$ cat src/rtl/sb_pkg.sv
package sb_pkg;
  localparam int unsigned SB_DEF_FU  = 8;
  localparam int unsigned SB_DEF_REG = 16;

  typedef enum logic [1:0] {
    SC_NONE      = 2'd0,
    SC_MALFORMED = 2'd1,
    SC_UNIT_BUSY = 2'd2,
    SC_WAW       = 2'd3
  } stall_cause_e;
endpackage

$ cat src/rtl/sb_producer_table.sv
module sb_producer_table #(
  parameter int unsigned NFU  = 8,
  parameter int unsigned NREG = 16
) (
  input  logic            clk,
  input  logic            rst_n,
  input  logic            set_en,
  input  logic [NFU-1:0]  set_fu,
  input  logic [NREG-1:0] dst_mask,
  input  logic [NREG-1:0] src_mask,
  input  logic [NFU-1:0]  clr_fu,
  output logic [NFU-1:0]  src_prod,
  output logic            dst_busy,
  output logic [NREG-1:0] reg_pend
);
  logic [NREG-1:0][NFU-1:0] prod_q;

  // OR of the producer vectors of every selected register: one AND per bit
  function automatic logic [NFU-1:0] gather(input logic [NREG-1:0][NFU-1:0] tbl,
                                            input logic [NREG-1:0] sel);
    logic [NFU-1:0] acc;
    acc = '0;
    for (int r = 0; r < NREG; r++) acc |= tbl[r] & {NFU{sel[r]}};
    return acc;
  endfunction

  assign src_prod = gather(prod_q, src_mask);
  assign dst_busy = |gather(prod_q, dst_mask);

  always_ff @(posedge clk or negedge rst_n) begin
    if (!rst_n) begin
      prod_q <= '0;
    end else begin
      for (int r = 0; r < NREG; r++)
        prod_q[r] <= (prod_q[r] & ~clr_fu) | ((set_en && dst_mask[r]) ? set_fu : '0);
    end
  end

  for (genvar r = 0; r < NREG; r++) begin : g_pend
    assign reg_pend[r] = |prod_q[r];
    assert_one_writer_R3: assert property (@(posedge clk) disable iff (!rst_n)
      $onehot0(prod_q[r]));
  end

  assert_set_on_free_R3: assert property (@(posedge clk) disable iff (!rst_n)
    set_en |-> !dst_busy);
endmodule

$ cat src/rtl/sb_fu_status.sv
module sb_fu_status #(
  parameter int unsigned NFU  = 8,
  parameter int unsigned NREG = 16
) (
  input  logic            clk,
  input  logic            rst_n,
  input  logic            accept,
  input  logic [NFU-1:0]  acc_fu,
  input  logic [NREG-1:0] acc_dst,
  input  logic [NREG-1:0] acc_src,
  input  logic [NFU-1:0]  rd_done,
  input  logic [NFU-1:0]  wr_done,
  output logic [NFU-1:0]  busy,
  output logic [NFU-1:0]  read_done,
  output logic [NFU-1:0]  war_readers
);
  logic [NFU-1:0]           busy_q, rdone_q;
  logic [NFU-1:0][NREG-1:0] src_q;

  always_ff @(posedge clk or negedge rst_n) begin
    if (!rst_n) begin
      busy_q  <= '0;
      rdone_q <= '0;
      src_q   <= '0;
    end else begin
      for (int f = 0; f < NFU; f++) begin
        if (accept && acc_fu[f]) begin
          busy_q[f]  <= 1'b1;
          rdone_q[f] <= 1'b0;
          src_q[f]   <= acc_src;
        end else begin
          if (rd_done[f]) begin
            rdone_q[f] <= 1'b1;
            src_q[f]   <= '0;
          end
          if (wr_done[f]) busy_q[f] <= 1'b0;
        end
      end
    end
  end

  assign busy      = busy_q;
  assign read_done = rdone_q;

  // units still holding an unread source equal to the incoming destination
  for (genvar f = 0; f < NFU; f++) begin : g_war
    assign war_readers[f] = busy_q[f] & ~rdone_q[f] & (|(src_q[f] & acc_dst));

    assert_write_after_read_R9: assert property (@(posedge clk) disable iff (!rst_n)
      wr_done[f] |-> rdone_q[f]);
    assert_read_once_R9: assert property (@(posedge clk) disable iff (!rst_n)
      rd_done[f] |-> (busy_q[f] && !rdone_q[f]));
    assert_release_R8: assert property (@(posedge clk) disable iff (!rst_n)
      wr_done[f] |=> !busy_q[f]);
  end
endmodule

$ cat src/rtl/sb_dep_matrix.sv
module sb_dep_matrix #(
  parameter int unsigned N = 8
) (
  input  logic         clk,
  input  logic         rst_n,
  input  logic [N-1:0] set_row,
  input  logic [N-1:0] set_cols,
  input  logic [N-1:0] clr_cols,
  output logic [N-1:0] row_free
);
  logic [N-1:0][N-1:0] dep_q;

  always_ff @(posedge clk or negedge rst_n) begin
    if (!rst_n) begin
      dep_q <= '0;
    end else begin
      for (int i = 0; i < N; i++) begin
        if (set_row[i]) dep_q[i] <= set_cols & ~clr_cols;
        else            dep_q[i] <= dep_q[i] & ~clr_cols;
      end
    end
  end

  for (genvar i = 0; i < N; i++) begin : g_row
    assign row_free[i] = ~|dep_q[i];
    assert_no_self_wait_R5: assert property (@(posedge clk) disable iff (!rst_n)
      !dep_q[i][i]);
  end
endmodule

$ cat src/rtl/sb_unary_scoreboard.sv
module sb_unary_scoreboard
  import sb_pkg::*;
#(
  parameter int unsigned NUM_FU  = SB_DEF_FU,
  parameter int unsigned NUM_REG = SB_DEF_REG
) (
  input  logic               clk,
  input  logic               rst_n,
  input  logic               iss_valid,
  input  logic [NUM_FU-1:0]  iss_fu,
  input  logic [NUM_REG-1:0] iss_dst,
  input  logic [NUM_REG-1:0] iss_src,
  output logic               iss_stall,
  input  logic [NUM_FU-1:0]  rd_req,
  output logic [NUM_FU-1:0]  rd_go,
  input  logic [NUM_FU-1:0]  wr_req,
  output logic [NUM_FU-1:0]  wr_go,
  output logic [NUM_FU-1:0]  fu_busy,
  output logic [NUM_REG-1:0] reg_pend
);
  logic [NUM_FU-1:0] src_prod, busy, read_done, war_readers, raw_free, war_free;
  logic              dst_busy, accept;
  stall_cause_e      stall_cause;
  logic [NUM_FU-1:0] acc_row;

  always_comb begin
    stall_cause = SC_NONE;
    if (iss_valid) begin
      if (!$onehot(iss_fu) || !$onehot(iss_dst)) stall_cause = SC_MALFORMED;
      else if (|(iss_fu & busy))                 stall_cause = SC_UNIT_BUSY;
      else if (dst_busy)                         stall_cause = SC_WAW;
    end
  end

  assign iss_stall = (stall_cause != SC_NONE);
  assign accept    = iss_valid && !iss_stall;
  assign acc_row   = accept ? iss_fu : '0;

  sb_producer_table #(.NFU(NUM_FU), .NREG(NUM_REG)) u_prod (
    .clk, .rst_n,
    .set_en   (accept),
    .set_fu   (iss_fu),
    .dst_mask (iss_dst),
    .src_mask (iss_src),
    .clr_fu   (wr_go),
    .src_prod (src_prod),
    .dst_busy (dst_busy),
    .reg_pend (reg_pend)
  );

  sb_fu_status #(.NFU(NUM_FU), .NREG(NUM_REG)) u_status (
    .clk, .rst_n,
    .accept      (accept),
    .acc_fu      (iss_fu),
    .acc_dst     (iss_dst),
    .acc_src     (iss_src),
    .rd_done     (rd_go),
    .wr_done     (wr_go),
    .busy        (busy),
    .read_done   (read_done),
    .war_readers (war_readers)
  );

  // read waits on producers (RAW)
  sb_dep_matrix #(.N(NUM_FU)) u_raw (
    .clk, .rst_n,
    .set_row  (acc_row),
    .set_cols (src_prod & ~iss_fu),
    .clr_cols (wr_go),
    .row_free (raw_free)
  );

  // write waits on earlier readers (WAR)
  sb_dep_matrix #(.N(NUM_FU)) u_war (
    .clk, .rst_n,
    .set_row  (acc_row),
    .set_cols (war_readers & ~iss_fu),
    .clr_cols (rd_go),
    .row_free (war_free)
  );

  assign rd_go   = rd_req & busy & ~read_done & raw_free;
  assign wr_go   = wr_req & busy & read_done & war_free;
  assign fu_busy = busy;

  assert_waw_stall_R3: assert property (@(posedge clk) disable iff (!rst_n)
    (iss_valid && (|(iss_dst & reg_pend))) |-> iss_stall);
  assert_busy_stall_R4: assert property (@(posedge clk) disable iff (!rst_n)
    (iss_valid && (|(iss_fu & fu_busy))) |-> iss_stall);
  assert_stall_inert_R10: assert property (@(posedge clk) disable iff (!rst_n)
    iss_stall |=> (fu_busy == ($past(fu_busy) & ~$past(wr_go))));
  assert_accept_marks_R2: assert property (@(posedge clk) disable iff (!rst_n)
    (iss_valid && !iss_stall) |=> (|(fu_busy & $past(iss_fu))));
  assert_grant_needs_req_R9: assert property (@(posedge clk) disable iff (!rst_n)
    ((rd_go & ~rd_req) == '0) && ((wr_go & ~wr_req) == '0));
endmodule

$ cat config.mk
export PLATFORM = sky130hd
export DESIGN_NAME = sb_unary_scoreboard
export DESIGN_NICKNAME = d
export VERILOG_FILES = /design/src/rtl/sb_pkg.sv /design/src/rtl/sb_producer_table.sv /design/src/rtl/sb_fu_status.sv /design/src/rtl/sb_dep_matrix.sv /design/src/rtl/sb_unary_scoreboard.sv
export SDC_FILE = /design/constraint.sdc
export NUM_CORES = 1
export LEC_CHECK = 0
export BUFFER_PORTS_ARGS = -buffer_cell sky130_fd_sc_hd__buf_2
export CORE_ASPECT_RATIO = 1.1
export CORE_MARGIN = 3
export CORE_UTILIZATION = 55
export CTS_CLUSTER_DIAMETER = 30
export CTS_CLUSTER_SIZE = 30
export DETAILED_ROUTE_END_ITERATION = 10
export PLACE_DENSITY_LB_ADDON = 0.08
export SETUP_SLACK_MARGIN = 0.4
export SYNTH_ARGS = -nofsm -noshare
export SYNTH_HDL_FRONTEND = slang
export SYNTH_SLANG_ARGS = --single-unit
$ cat constraint.sdc
create_clock -name clk -period 4.7 [get_ports clk]
set_clock_uncertainty 0.15 [all_clocks]
set_input_delay 0.235 -clock clk [delete_from_list [all_inputs] [get_ports clk]]
set_output_delay 0.235 -clock clk [all_outputs]
set_load 0.02 [all_outputs]
==> After elaboration in Yosys (flattened, before gate mapping) <==
Cells that the tools add are included.
{ "word_totals": {"regBits": 400, "latch_bits": 0, "ram_bits": 0, "mem_bits_ro": 0, "in_bits": 59, "wordCells": 426, "n_memories": 0} }
{ "classes": {"add_sub_neg": 22, "mul": 0, "div": 0, "n_lt_le_gt_ge": 0, "eq_ne": 2, "shift": 0, "mux": 85, "bitwise_logic": 157, "n_reduce_logical": 104} }
{ "ops": {"columns": ["op", "count"], "rows": [
  ["$and A8 B8 Y8", 75],
  ["$or A8 B8 Y8", 46],
  ["$reduce_or A8 Y1", 34],
  ["$mux W8", 33],
  ["$mux W16", 16],
  ["$and A16 B16 Y16", 8],
  ["$reduce_or A16 Y1", 8],
  ["$reduce_bool A2 Y1", 17],
  ["$mux W1", 32],
  ["$not A8 Y8", 4],
  ["$logic_and A1 B1 Y1", 25],
  ["$add A1 B1 Y2", 12],
  ["$logic_not A1 Y1", 19],
  ["$add A2 B2 Y3", 6],
  ["$and A1 B1 Y1", 16],
  ["$add A3 B3 Y4", 3],
  ["$mux W2", 4],
  ["$not A1 Y1", 8],
  ["$add A4 B4 Y5", 1],
  ["$eq A5 B1 Y1 const B", 1],
  ["$eq A4 B1 Y1 const B", 1],
  ["$logic_or A1 B1 Y1", 1]
]} }

==> Longest topological paths before layout <==
Gate-level depths: netlist of run 1.
{ "logic_depth": {"word_depth": 27, "depth_mapped": 18, "depth_no_buf": 16} }

==> By module <==
From an unflattened synthesis of run 1, not the netlist that was laid out.
{ "unflattened": {"cells_unflattened": 2072, "hier_area_um2": 19766.5} }
{ "modules_own_cells": {"columns": ["mod", "n_inst", "cells_per_inst", "area_each_um2", "seq_area_each_um2"], "rows": [
  ["sb_fu_status", 1, 720, 7028.0, 3603.5],
  ["sb_producer_table", 1, 756, 6317.3, 3203.1],
  ["sb_dep_matrix", 2, 240, 2732.6, 1601.5],
  ["sb_unary_scoreboard", 1, 116, 955.9, 0.0]
]} }

==> Worst setup path before layout of run 1 <==
OpenSTA, ideal clock, no wires.
{ "synth_timing": {"path_kind": "input to register", "startpoint": "in iss_dst[5]", "endpoint": "reg u_war.dep_q[15] (netlist name)", "setup_time_ns": 0.082, "arrival_ns": 4.897, "required_ns": 4.468, "slack_ns": -0.430, "stages": 16, "n_path_buf": 1, "path_cell_list": "clkinv_1 -> fa_1 -> inv_1 -> fa_1 -> fa_1 -> inv_1 -> fa_1 -> inv_1 -> ha_1 -> fa_1 -> a221o_1 -> nor3_4 -> nand4_4 -> nor4_4 -> buf_6 -> mux2i_1"} }
{ "synth_between": {"elab_chain_len": 22, "elab_cells_between_ends": 34, "cone_classes": "add/sub (4); eq/ne (1); mux (6); bitwise (16); reduce/logical (7)"} }
{ "synth_rtl": {"columns": ["element", "line", "rtl"], "rows": [
  ["from (decl)", "sb_unary_scoreboard.sv:11", "input logic [NUM_REG-1:0] iss_dst,"],
  ["$and A8 B8 Y8", "sb_producer_table.sv:23", "for (int r = 0; r < NREG; r++) acc |= tbl[r] & {NFU{sel[r]}};"],
  ["$or A8 B8 Y8 (11 in series)", "sb_producer_table.sv:23", null],
  ["$reduce_or A8 Y1", "sb_producer_table.sv:28", "assign dst_busy = |gather(prod_q, dst_mask);"],
  ["$mux W2", "sb_unary_scoreboard.sv:31", "else if (dst_busy) stall_cause = SC_WAW;"],
  ["$mux W2", "sb_unary_scoreboard.sv:30", "else if (|(iss_fu & busy)) stall_cause = SC_UNIT_BUSY;"],
  ["$mux W2", "sb_unary_scoreboard.sv:29", "if (!$onehot(iss_fu) || !$onehot(iss_dst)) stall_cause = SC_MALFORMED;"],
  ["$mux W2", "sb_unary_scoreboard.sv:28", "if (iss_valid) begin"],
  ["$reduce_bool A2 Y1", "sb_unary_scoreboard.sv:35", "assign iss_stall = (stall_cause != SC_NONE);"],
  ["$logic_not A1 Y1", "sb_unary_scoreboard.sv:36", "assign accept = iss_valid && !iss_stall;"],
  ["$logic_and A1 B1 Y1", "sb_unary_scoreboard.sv:36", null],
  ["$mux W8", "sb_unary_scoreboard.sv:37", "assign acc_row = accept ? iss_fu : '0;"],
  ["$mux W8 *", "sb_dep_matrix.sv:18", "if (set_row[i]) dep_q[i] <= set_cols & ~clr_cols;"],
  ["to (signal, indexed assignment)", "sb_dep_matrix.sv:18", null],
  ["to (signal, indexed assignment)", "sb_dep_matrix.sv:19", "else dep_q[i] <= dep_q[i] & ~clr_cols;"],
  ["to (decl)", "sb_dep_matrix.sv:11", "logic [N-1:0][N-1:0] dep_q;"]
]} }
Every way passes the cells marked *; elsewhere a longest branch is shown, timed or not.
A chain may end at the register's enable or synchronous reset.

==> Worst setup path in the final report of run 1 <==
{ "layout_timing": {"startpoint": "in iss_dst[11]", "endpoint": "reg u_raw.dep_q[14] (netlist name)"} }
{ "layout_between": {"elab_chain_len": 16, "elab_cells_between_ends": 23, "cone_classes": "add/sub (4); eq/ne (1); mux (6); bitwise (6); reduce/logical (6)"} }
{ "layout_rtl": {"columns": ["element", "line"], "rows": [
  ["branches (longest 9 deep; another with $add A4 B4 Y5)", null],
  ["$mux W2 *", "sb_unary_scoreboard.sv:29"],
  ["$mux W2 *", "sb_unary_scoreboard.sv:28"],
  ["$reduce_bool A2 Y1 *", "sb_unary_scoreboard.sv:35"],
  ["$logic_not A1 Y1 *", "sb_unary_scoreboard.sv:36"],
  ["$logic_and A1 B1 Y1 *", "sb_unary_scoreboard.sv:36"],
  ["$mux W8 *", "sb_unary_scoreboard.sv:37"],
  ["$mux W8 *", "sb_dep_matrix.sv:18"],
  ["to (signal, indexed assignment)", "sb_dep_matrix.sv:18"],
  ["to (signal, indexed assignment)", "sb_dep_matrix.sv:19"],
  ["to (decl)", "sb_dep_matrix.sv:11"]
]} }
Mark *: on every way between the ends.

==> results of run 1 <==
## state kept, by name, indices dropped and copies added (netlist names)
| signal | count |
|---|---|
| u_status.read_done | 8 |
| u_raw.dep_q | 64 |
| u_war.dep_q | 64 |
| u_status.busy | 8 |
| u_status.src_q | 128 |
| u_prod.prod_q | 128 |
## metal layers
| layer | global-route usage [%] | part of all wire [%] |
|---|---|---|
| met5 | 0 | 0.045 |
| met4 | 23.05 | 6.7 |
| met3 | 8.447 | 9.8 |
| met2 | 62.55 | 46 |
| met1 | 53.57 | 38 |
## cell families after synthesis
| family | count (synthesis) |
|---|---|
| mux | 240 |
| fa+ha+maj | 22 |
| simple gates | 541 |
| flops | 400 |
| compound gates | 315 |
| buf+inv | 181 |
## worst min path at each step
| stage | endpoint | start | slack, ns | cells past startpoint |
|---|---|---|---|---|
| floorplan | u_prod.prod_q[0] | rst_n | -0.21 | 0 |
| detailed placement | u_prod.prod_q[61] | rst_n | 0.14 | 1 |
| CTS | u_prod.prod_q[49] | iss_dst[6] | 0.007 | 2 |
| finish | u_prod.prod_q[49] | iss_dst[6] | 0.03 | 2 |
| global placement | u_prod.prod_q[61] | rst_n | 0.14 | 1 |
| global route | u_prod.prod_q[49] | iss_dst[6] | 0.008 | 2 |
## final cells by class
| cell class | instances | area [um2] |
|---|---|---|
| well taps | 432 | 540.5 |
| clock buffers | 104 | 2286 |
| multi-input cells | 1118 | 8010 |
| diodes | 1 | 2.502 |
| inverters | 74 | 314.1 |
| flip-flops and latches | 400 | 10010 |
| fillers | 2408 | 9816 |
| repair buffers | 202 | 1739 |
| clock inverters | 41 | 651.9 |
## where the power goes
part	internal [mW]	switching, mW	total (mW)
combinational	1.72	2.82	4.54
sequential	4.20	0.698	4.90
clock	4.24	1.89	6.13
## what timing repair did
action | 4_1_cts | 5_1_grt
pin swaps | 45 | 13
hold buffers | 6 | 0
endpoints found under the hold margin | 123 | 0
setup buffers | 7 | 4
cloned | 3 | 4
resized for setup | 22 | 13
setup endpoints to repair | 401 | 401
## layout by cell type (no fill, tap or decap), drive strengths merged, types with 50 or more instances in the layout
cell,instances
clkbuf,107
buf,193
inv,72
nor4,50
o21ai,84
a221oi,64
mux2i,240
nand2,348
a22o,130
dfrtp,400
==> impl_metrics.xml, run 1 <==
<?xml version="1.0" encoding="UTF-8"?>
<metrics>
  <group name="synth">
    <metric name="synth-main-ff-cell" unit="">dfrtp_1</metric>
    <metric name="synth_top_cell_by_area" unit="">dfrtp_1</metric>
    <metric name="synthTopCellsByCount" unit="">dfrtp_1, nand2_1, mux2i_1, a22o_1, clkbuf_1</metric>
    <metric name="synth_area_per_cell" unit="um2">10.99</metric>
    <metric name="synth_top_cell_area_share" unit="%">53.63</metric>
    <metric name="number_of_flops_mapped_to_enable_cells_by_yosys" unit="">0</metric>
    <metric name="mappedNetlistArea" unit="um2">18660</metric>
    <metric name="synthMostInstantiatedCell" unit="">dfrtp_1</metric>
    <metric name="yosys.area_share.simple" unit="%">14.40</metric>
    <metric name="synth.net_count" unit="">1780</metric>
    <metric name="fraction_of_the_mapped_netlist_area_in_compound_gates" unit="%">13.05</metric>
    <metric name="synth_xor_area_share" unit="%">0</metric>
    <metric name="synth_async_reset_ratio" unit="%">100.0</metric>
    <metric name="post_synth_fa_ha_maj_area_fraction" unit="%">2.038</metric>
    <metric name="post_synth_mux_area_share" unit="%">12.87</metric>
    <metric name="syn-instance-count" unit="">1699</metric>
    <metric name="synth.lib_cells_used.distinct" unit="">57</metric>
    <metric name="synth_seq_area_share" unit="%">53.63</metric>
    <metric name="netlist_top_cells_area" unit="">dfrtp_1, mux2i_1, nand2_1</metric>
    <metric name="largest_family_of_logic_cells_by_synthesized_area" unit="">simple AND/OR/NAND/NOR gates</metric>
    <metric name="yosys_register_bits" unit="">400</metric>
    <metric name="synthesis.yosys.warnings" unit="">0</metric>
  </group>
  <group name="cts">
    <metric name="clock_tree.htree_level_count" unit="">3</metric>
    <metric name="clk_root_buffer_cell" unit="">clkbuf_16</metric>
    <metric name="cts_made_buffers" unit="">80</metric>
    <metric name="cts_tree" unit="">done</metric>
    <metric name="clock-sinks" unit="">400</metric>
    <metric name="clk_transition_reported_paths" unit="ns">0.06</metric>
    <metric name="worstSkewPairLatency" unit="ns">0.60</metric>
    <metric name="cts_max_path_buffers" unit="">3</metric>
  </group>
  <group name="sta">
    <metric name="rsz_0062_raised_after_global_routing" unit="">true</metric>
    <metric name="slew_viol_final" unit="">0</metric>
    <metric name="max_slew_margin" unit="%">41.55</metric>
    <metric name="hold_slack" unit="ns">0.02915</metric>
    <metric name="timing_hold_violations_final" unit="">0</metric>
    <metric name="fin_tns_setup" unit="ns">-0.2682</metric>
    <metric name="setup_viol_count_final" unit="">4</metric>
    <metric name="tightest_slew" unit="ns">0.8742</metric>
    <metric name="finalWorstSetupSlack" unit="ns">-0.1710</metric>
    <metric name="clock.fmax" unit="MHz">205.3</metric>
    <metric name="finalCritPeriodShare" unit="%">103.6</metric>
    <metric name="final_period_minus_worst_setup_slack" unit="ns">4.871</metric>
  </group>
  <group name="floorplanning">
    <metric name="ios" unit="">100</metric>
    <metric name="core_area" unit="um2">33370</metric>
    <metric name="rows" unit="">70</metric>
    <metric name="dieArea" unit="um2">36180</metric>
    <metric name="initial_core_util" unit="%">55.93</metric>
    <metric name="floorplan.die.height" unit="um">199.2</metric>
    <metric name="die_x" unit="um">181.6</metric>
  </group>
  <group name="placement">
    <metric name="port_buffers" unit="">99</metric>
    <metric name="detailed_place.area" unit="um2">20130</metric>
    <metric name="placed_cells" unit="">2202</metric>
    <metric name="preCtsSetupSlack" unit="ns">-0.5792</metric>
    <metric name="globalplace.congestion" unit="">1.030</metric>
    <metric name="dp_hpwl" unit="mm">47.09</metric>
  </group>
  <group name="critical_path">
    <metric name="worst-path-buf-inv" unit="">10</metric>
    <metric name="setup.worst_path.class" unit="">in -&gt; reg</metric>
    <metric name="cp_num_cells" unit="">22</metric>
    <metric name="worst_path_most_repeated_cell" unit="">fa_1</metric>
    <metric name="cpLargestDelayFamily" unit="">adder cells</metric>
    <metric name="worstPathCellList" unit="">buf_8, fa_1, inv_1, fa_1, inv_2, fa_1, inv_1, fa_1, inv_2, ha_4, fa_2, and4b_1, nand4_1, nor4_4, buf_4, buf_12, nand2_8, nor4_4, buf_6, buf_12, buf_16, mux2i_1</metric>
    <metric name="rrSetupSlack" unit="ns">1.33</metric>
    <metric name="crit_path_start_kind" unit="">primary input</metric>
    <metric name="worst_r2r_startpoint" unit="">u_prod.prod_q[26]</metric>
    <metric name="timing.critical_path.required" unit="ns">5.01</metric>
    <metric name="endpoint_kind" unit="">flop</metric>
    <metric name="crit_path_end" unit="">u_raw.dep_q[14]</metric>
    <metric name="crit_arrival" unit="ns">5.18</metric>
    <metric name="worstPathMaxFanout" unit="">6</metric>
    <metric name="cpMaxStageDelayCell" unit="">fa_1</metric>
    <metric name="timing.rr.end" unit="">u_raw.dep_q[14]</metric>
    <metric name="crit_path_start" unit="">iss_dst[11]</metric>
    <metric name="crit_path_max_incr_delay" unit="ns">0.56</metric>
    <metric name="worst_r2r_path_depth" unit="">9</metric>
  </group>
  <group name="routing">
    <metric name="wl_per_cell" unit="um">31.09</metric>
    <metric name="vias_per_cell" unit="">6.798</metric>
    <metric name="antenna_violating_nets_post_route" unit="">0</metric>
    <metric name="vias" unit="">16130</metric>
    <metric name="remaining_drc_errors" unit="">0</metric>
    <metric name="aggregate_routed_wire_length" unit="mm">73.75</metric>
    <metric name="detailedRoute.firstPassIterationCount" unit="">8</metric>
    <metric name="first_iter_violations" unit="">2057</metric>
  </group>
  <group name="global_routing">
    <metric name="grt_usage" unit="%">40.44</metric>
    <metric name="grt_start_max_net_pins" unit="">116</metric>
    <metric name="antenna_found_initial" unit="">3</metric>
    <metric name="number_of_global_route_vias_before_repair" unit="">16000</metric>
    <metric name="grt_remaining_overflow" unit="">0</metric>
    <metric name="global_route_wire_length_before_repair" unit="mm">107.3</metric>
  </group>
  <group name="final_layout">
    <metric name="final_area" unit="um2">23550</metric>
    <metric name="final_util" unit="%">70.58</metric>
    <metric name="area_growth_syn_to_layout" unit="%">26.20</metric>
    <metric name="nNetsFinal" unit="">1957</metric>
    <metric name="drive_above_1_share" unit="%">19.08</metric>
    <metric name="finish.cell_count_without_fillers" unit="">2372</metric>
  </group>
  <group name="power">
    <metric name="fin_total_pwr" unit="mW">15.57</metric>
    <metric name="worst_ir_drop_vdd" unit="V">0.0005282</metric>
    <metric name="p_leak" unit="nW">12.49</metric>
    <metric name="p_per_area" unit="nW/um2">661.2</metric>
  </group>
  <group name="status">
    <metric name="failed_checks" unit="">negative setup slack</metric>
    <metric name="status" unit="">finished with violations</metric>
  </group>
  <group name="worst_hold_path">
    <metric name="hp-class" unit="">in -&gt; reg</metric>
  </group>
  <group name="run">
    <metric name="timing.max_cap.violations" unit="">0</metric>
  </group>
</metrics>
Note: power is estimated with default switching activity, not from simulation.
==> inputs of run 2 (changes only) <==
- REMOVE_ABC_BUFFERS: default -> 1
==> run 2 against run 1 <==
Effect of this change:
- the flow still finishes with violations (negative setup slack)
- clock power grew 3.4%
- final area grew 10%
- global-route usage grew 3.4 points
- sequential share of layout area shrank 3.9 points
==> impl_metrics.xml, run 2 (synthesized netlist as in run 1, its figures left out) <==
<?xml version="1.0" encoding="UTF-8"?>
<metrics>
  <group name="placement">
    <metric name="detailed_place.area" unit="um2">20110</metric>
    <metric name="placed_cells" unit="">2213</metric>
    <metric name="port_buffers" unit="">99</metric>
    <metric name="globalplace.congestion" unit="">1.032</metric>
    <metric name="dp_hpwl" unit="mm">46.19</metric>
  </group>
  <group name="final_layout">
    <metric name="area_growth_syn_to_layout" unit="%">39.07</metric>
    <metric name="final_area" unit="um2">25960</metric>
    <metric name="reg.largest.list" unit="">u_prod.prod_q x128, u_status.src_q x128</metric>
    <metric name="final_util" unit="%">77.78</metric>
    <metric name="finish.cell_count_without_fillers" unit="">2498</metric>
    <metric name="antenna-diode-count" unit="">0</metric>
    <metric name="nNetsFinal" unit="">2080</metric>
    <metric name="mostFrequentLayoutCells" unit="">dfrtp_1, nand2_1, mux2i_1, a22o_1</metric>
    <metric name="most_common_library_cell_in_the_layout_ignoring_fill_and_taps" unit="">dfrtp_1</metric>
    <metric name="drive_above_1_share" unit="%">28.27</metric>
  </group>
  <group name="sta">
    <metric name="max_slew_margin" unit="%">15.81</metric>
    <metric name="setup_viol_count_final" unit="">300</metric>
    <metric name="slew_viol_final" unit="">0</metric>
    <metric name="finalWorstSetupSlack" unit="ns">-0.2087</metric>
    <metric name="tightest_slew" unit="ns">1.259</metric>
    <metric name="timing_hold_violations_final" unit="">0</metric>
    <metric name="finalCritPeriodShare" unit="%">104.4</metric>
    <metric name="hold_slack" unit="ns">0.05166</metric>
    <metric name="final_period_minus_worst_setup_slack" unit="ns">4.909</metric>
    <metric name="clock.fmax" unit="MHz">203.7</metric>
    <metric name="rsz_0062_raised_after_global_routing" unit="">true</metric>
  </group>
  <group name="critical_path">
    <metric name="cpMaxStageDelayCell" unit="">fa_1</metric>
    <metric name="endpoint_kind" unit="">flop</metric>
    <metric name="crit_arrival" unit="ns">5.22</metric>
    <metric name="timing.critical_path.required" unit="ns">5.01</metric>
    <metric name="cpLargestDelayFamily" unit="">adder cells</metric>
    <metric name="worst_r2r_path_depth" unit="">10</metric>
    <metric name="worst-path-buf-inv" unit="">11</metric>
    <metric name="worst_r2r_startpoint" unit="">u_prod.prod_q[26]</metric>
    <metric name="worstPathCellList" unit="">buf_8, fa_1, inv_2, fa_1, inv_2, fa_1, inv_2, fa_1, inv_2, ha_4, fa_2, a221o_1, nor3_4, and4_4, buf_6, buf_12, buf_8, nand4_1, buf_6, buf_12, buf_16, mux2i_2</metric>
    <metric name="worstPathMaxFanout" unit="">5</metric>
    <metric name="rrSetupSlack" unit="ns">1.06</metric>
    <metric name="crit_path_start_kind" unit="">primary input</metric>
    <metric name="timing.rr.end" unit="">u_status.src_q[47]</metric>
    <metric name="setup.worst_path.class" unit="">in -&gt; reg</metric>
    <metric name="crit_path_max_incr_delay" unit="ns">0.57</metric>
  </group>
  <group name="power">
    <metric name="p_per_area" unit="nW/um2">634.0</metric>
    <metric name="p_leak" unit="nW">13.69</metric>
    <metric name="fin_total_pwr" unit="mW">16.46</metric>
    <metric name="worst_ir_drop_vdd" unit="V">0.0004281</metric>
  </group>
  <group name="cts">
    <metric name="cts_tree" unit="">done</metric>
    <metric name="cts_max_path_buffers" unit="">3</metric>
    <metric name="worstSkewPairLatency" unit="ns">0.62</metric>
    <metric name="clock_tree.htree_level_count" unit="">3</metric>
    <metric name="clock-sinks" unit="">400</metric>
    <metric name="clk_transition_reported_paths" unit="ns">0.04</metric>
    <metric name="clk_root_buffer_cell" unit="">clkbuf_16</metric>
    <metric name="cts_made_buffers" unit="">87</metric>
  </group>
  <group name="worst_hold_path">
    <metric name="hold_end" unit="">u_prod.prod_q[73]</metric>
    <metric name="hp-class" unit="">in -&gt; reg</metric>
    <metric name="hold_path_startpoint" unit="">iss_dst[9]</metric>
    <metric name="whs_path_depth" unit="">3</metric>
  </group>
  <group name="global_routing">
    <metric name="antenna_found_initial" unit="">1</metric>
    <metric name="number_of_global_route_vias_before_repair" unit="">17480</metric>
    <metric name="global_route_wire_length_before_repair" unit="mm">116.6</metric>
    <metric name="grt_usage" unit="%">43.87</metric>
    <metric name="grt_remaining_overflow" unit="">0</metric>
    <metric name="grt_start_max_net_pins" unit="">122</metric>
  </group>
  <group name="floorplanning">
    <metric name="rows" unit="">70</metric>
    <metric name="ios" unit="">100</metric>
    <metric name="initial_core_util" unit="%">55.93</metric>
    <metric name="die_x" unit="um">181.6</metric>
    <metric name="floorplan.die.height" unit="um">199.2</metric>
    <metric name="core_area" unit="um2">33370</metric>
    <metric name="dieArea" unit="um2">36180</metric>
  </group>
  <group name="routing">
    <metric name="vias_per_cell" unit="">6.980</metric>
    <metric name="wl_per_cell" unit="um">32.58</metric>
    <metric name="first_iter_violations" unit="">2574</metric>
    <metric name="aggregate_routed_wire_length" unit="mm">81.39</metric>
    <metric name="detailedRoute.firstPassIterationCount" unit="">8</metric>
    <metric name="vias" unit="">17440</metric>
    <metric name="remaining_drc_errors" unit="">0</metric>
    <metric name="antenna_violating_nets_post_route" unit="">0</metric>
  </group>
  <group name="status">
    <metric name="failed_checks" unit="">negative setup slack</metric>
    <metric name="status" unit="">finished with violations</metric>
  </group>
  <group name="run">
    <metric name="timing.max_cap.violations" unit="">0</metric>
  </group>
</metrics>
[run 2: cell count changes in the layout (fill, tap and decap cells not counted), sizes merged]
| cell | delta |
|---|---|
| inv | +5 |
| bufinv | -4 |
| clkinvlp | -3 |
| diode | -1 |
| clkinv | +6 |
| dlygate4sd3 | +1 |
| buf | +115 |
| clkbuf | +7 |
[run 2: stage by stage]
step	TNS (ns)	setup slack [ns]
2_1_floorplan	-478.74	-1.959
6_report	-32.77	-0.2087
5_1_grt	-59.85	-0.2807
4_1_cts	0	0.007935
3_3_place_gp	-182.29	-0.5493
3_5_place_dp	-209.54	-0.6205
[run 2: timing repair]
action                     4_1_cts  5_1_grt
resized for setup              192       78
cloned                          39        3
hold endpoints to repair       122        0
pin swaps                       47       53
setup endpoints to repair      401      401
hold buffers                     7        0
buffers inserted                67       13
[run 2: layer usage]
layer / up-vias / GRT usage [%] / wire, um
li1: 6835 / - / -
met1: 8699 / 56.22 / 29430
met2: 1497 / 64.69 / 35110
met3: 405 / 12.67 / 10140
met4: 0 / 30.25 / 6699
met5: - / 0 / 0
[run 2: layout make-up]
class,count,area (um2)
well taps,432,540.5
flip-flops and latches,400,10010
fillers,2016,7413
repair buffers,318,3681
clock inverters,45,598.1
clock buffers,111,2449
inverters,74,287.8
multi-input cells,1118,8391
[run 2: power breakdown]
| group | switching, mW | total (mW) | leakage (nW) | internal, mW |
|---|---|---|---|---|
| Combinational | 3.04 | 5.22 | 6.65 | 2.18 |
| Clock | 2.06 | 6.34 | 1.50 | 4.28 |
| Sequential | 0.697 | 4.90 | 5.55 | 4.20 |
[run 2: worst max-delay path by stage]
stage	cells after the start	start	endpoint	slack [ns]
after floorplan	16	iss_dst[5]	u_war.dep_q[27]	-1.96
after global placement	20	iss_dst[9]	u_war.dep_q[27]	-0.55
after detailed placement	18	iss_dst[9]	u_war.dep_q[18]	-0.62
after CTS	19	iss_dst[15]	iss_stall	0.008
after global routing	22	iss_dst[13]	u_status.src_q[100]	-0.28
final	22	iss_dst[13]	u_status.src_q[100]	-0.21
[run 2: tightest hold or removal path: cells and delay by family]
family,cells,cell delay (ns)
buffers and inverters,2,0.35
AO/OA/AOI/OAI,1,0.18
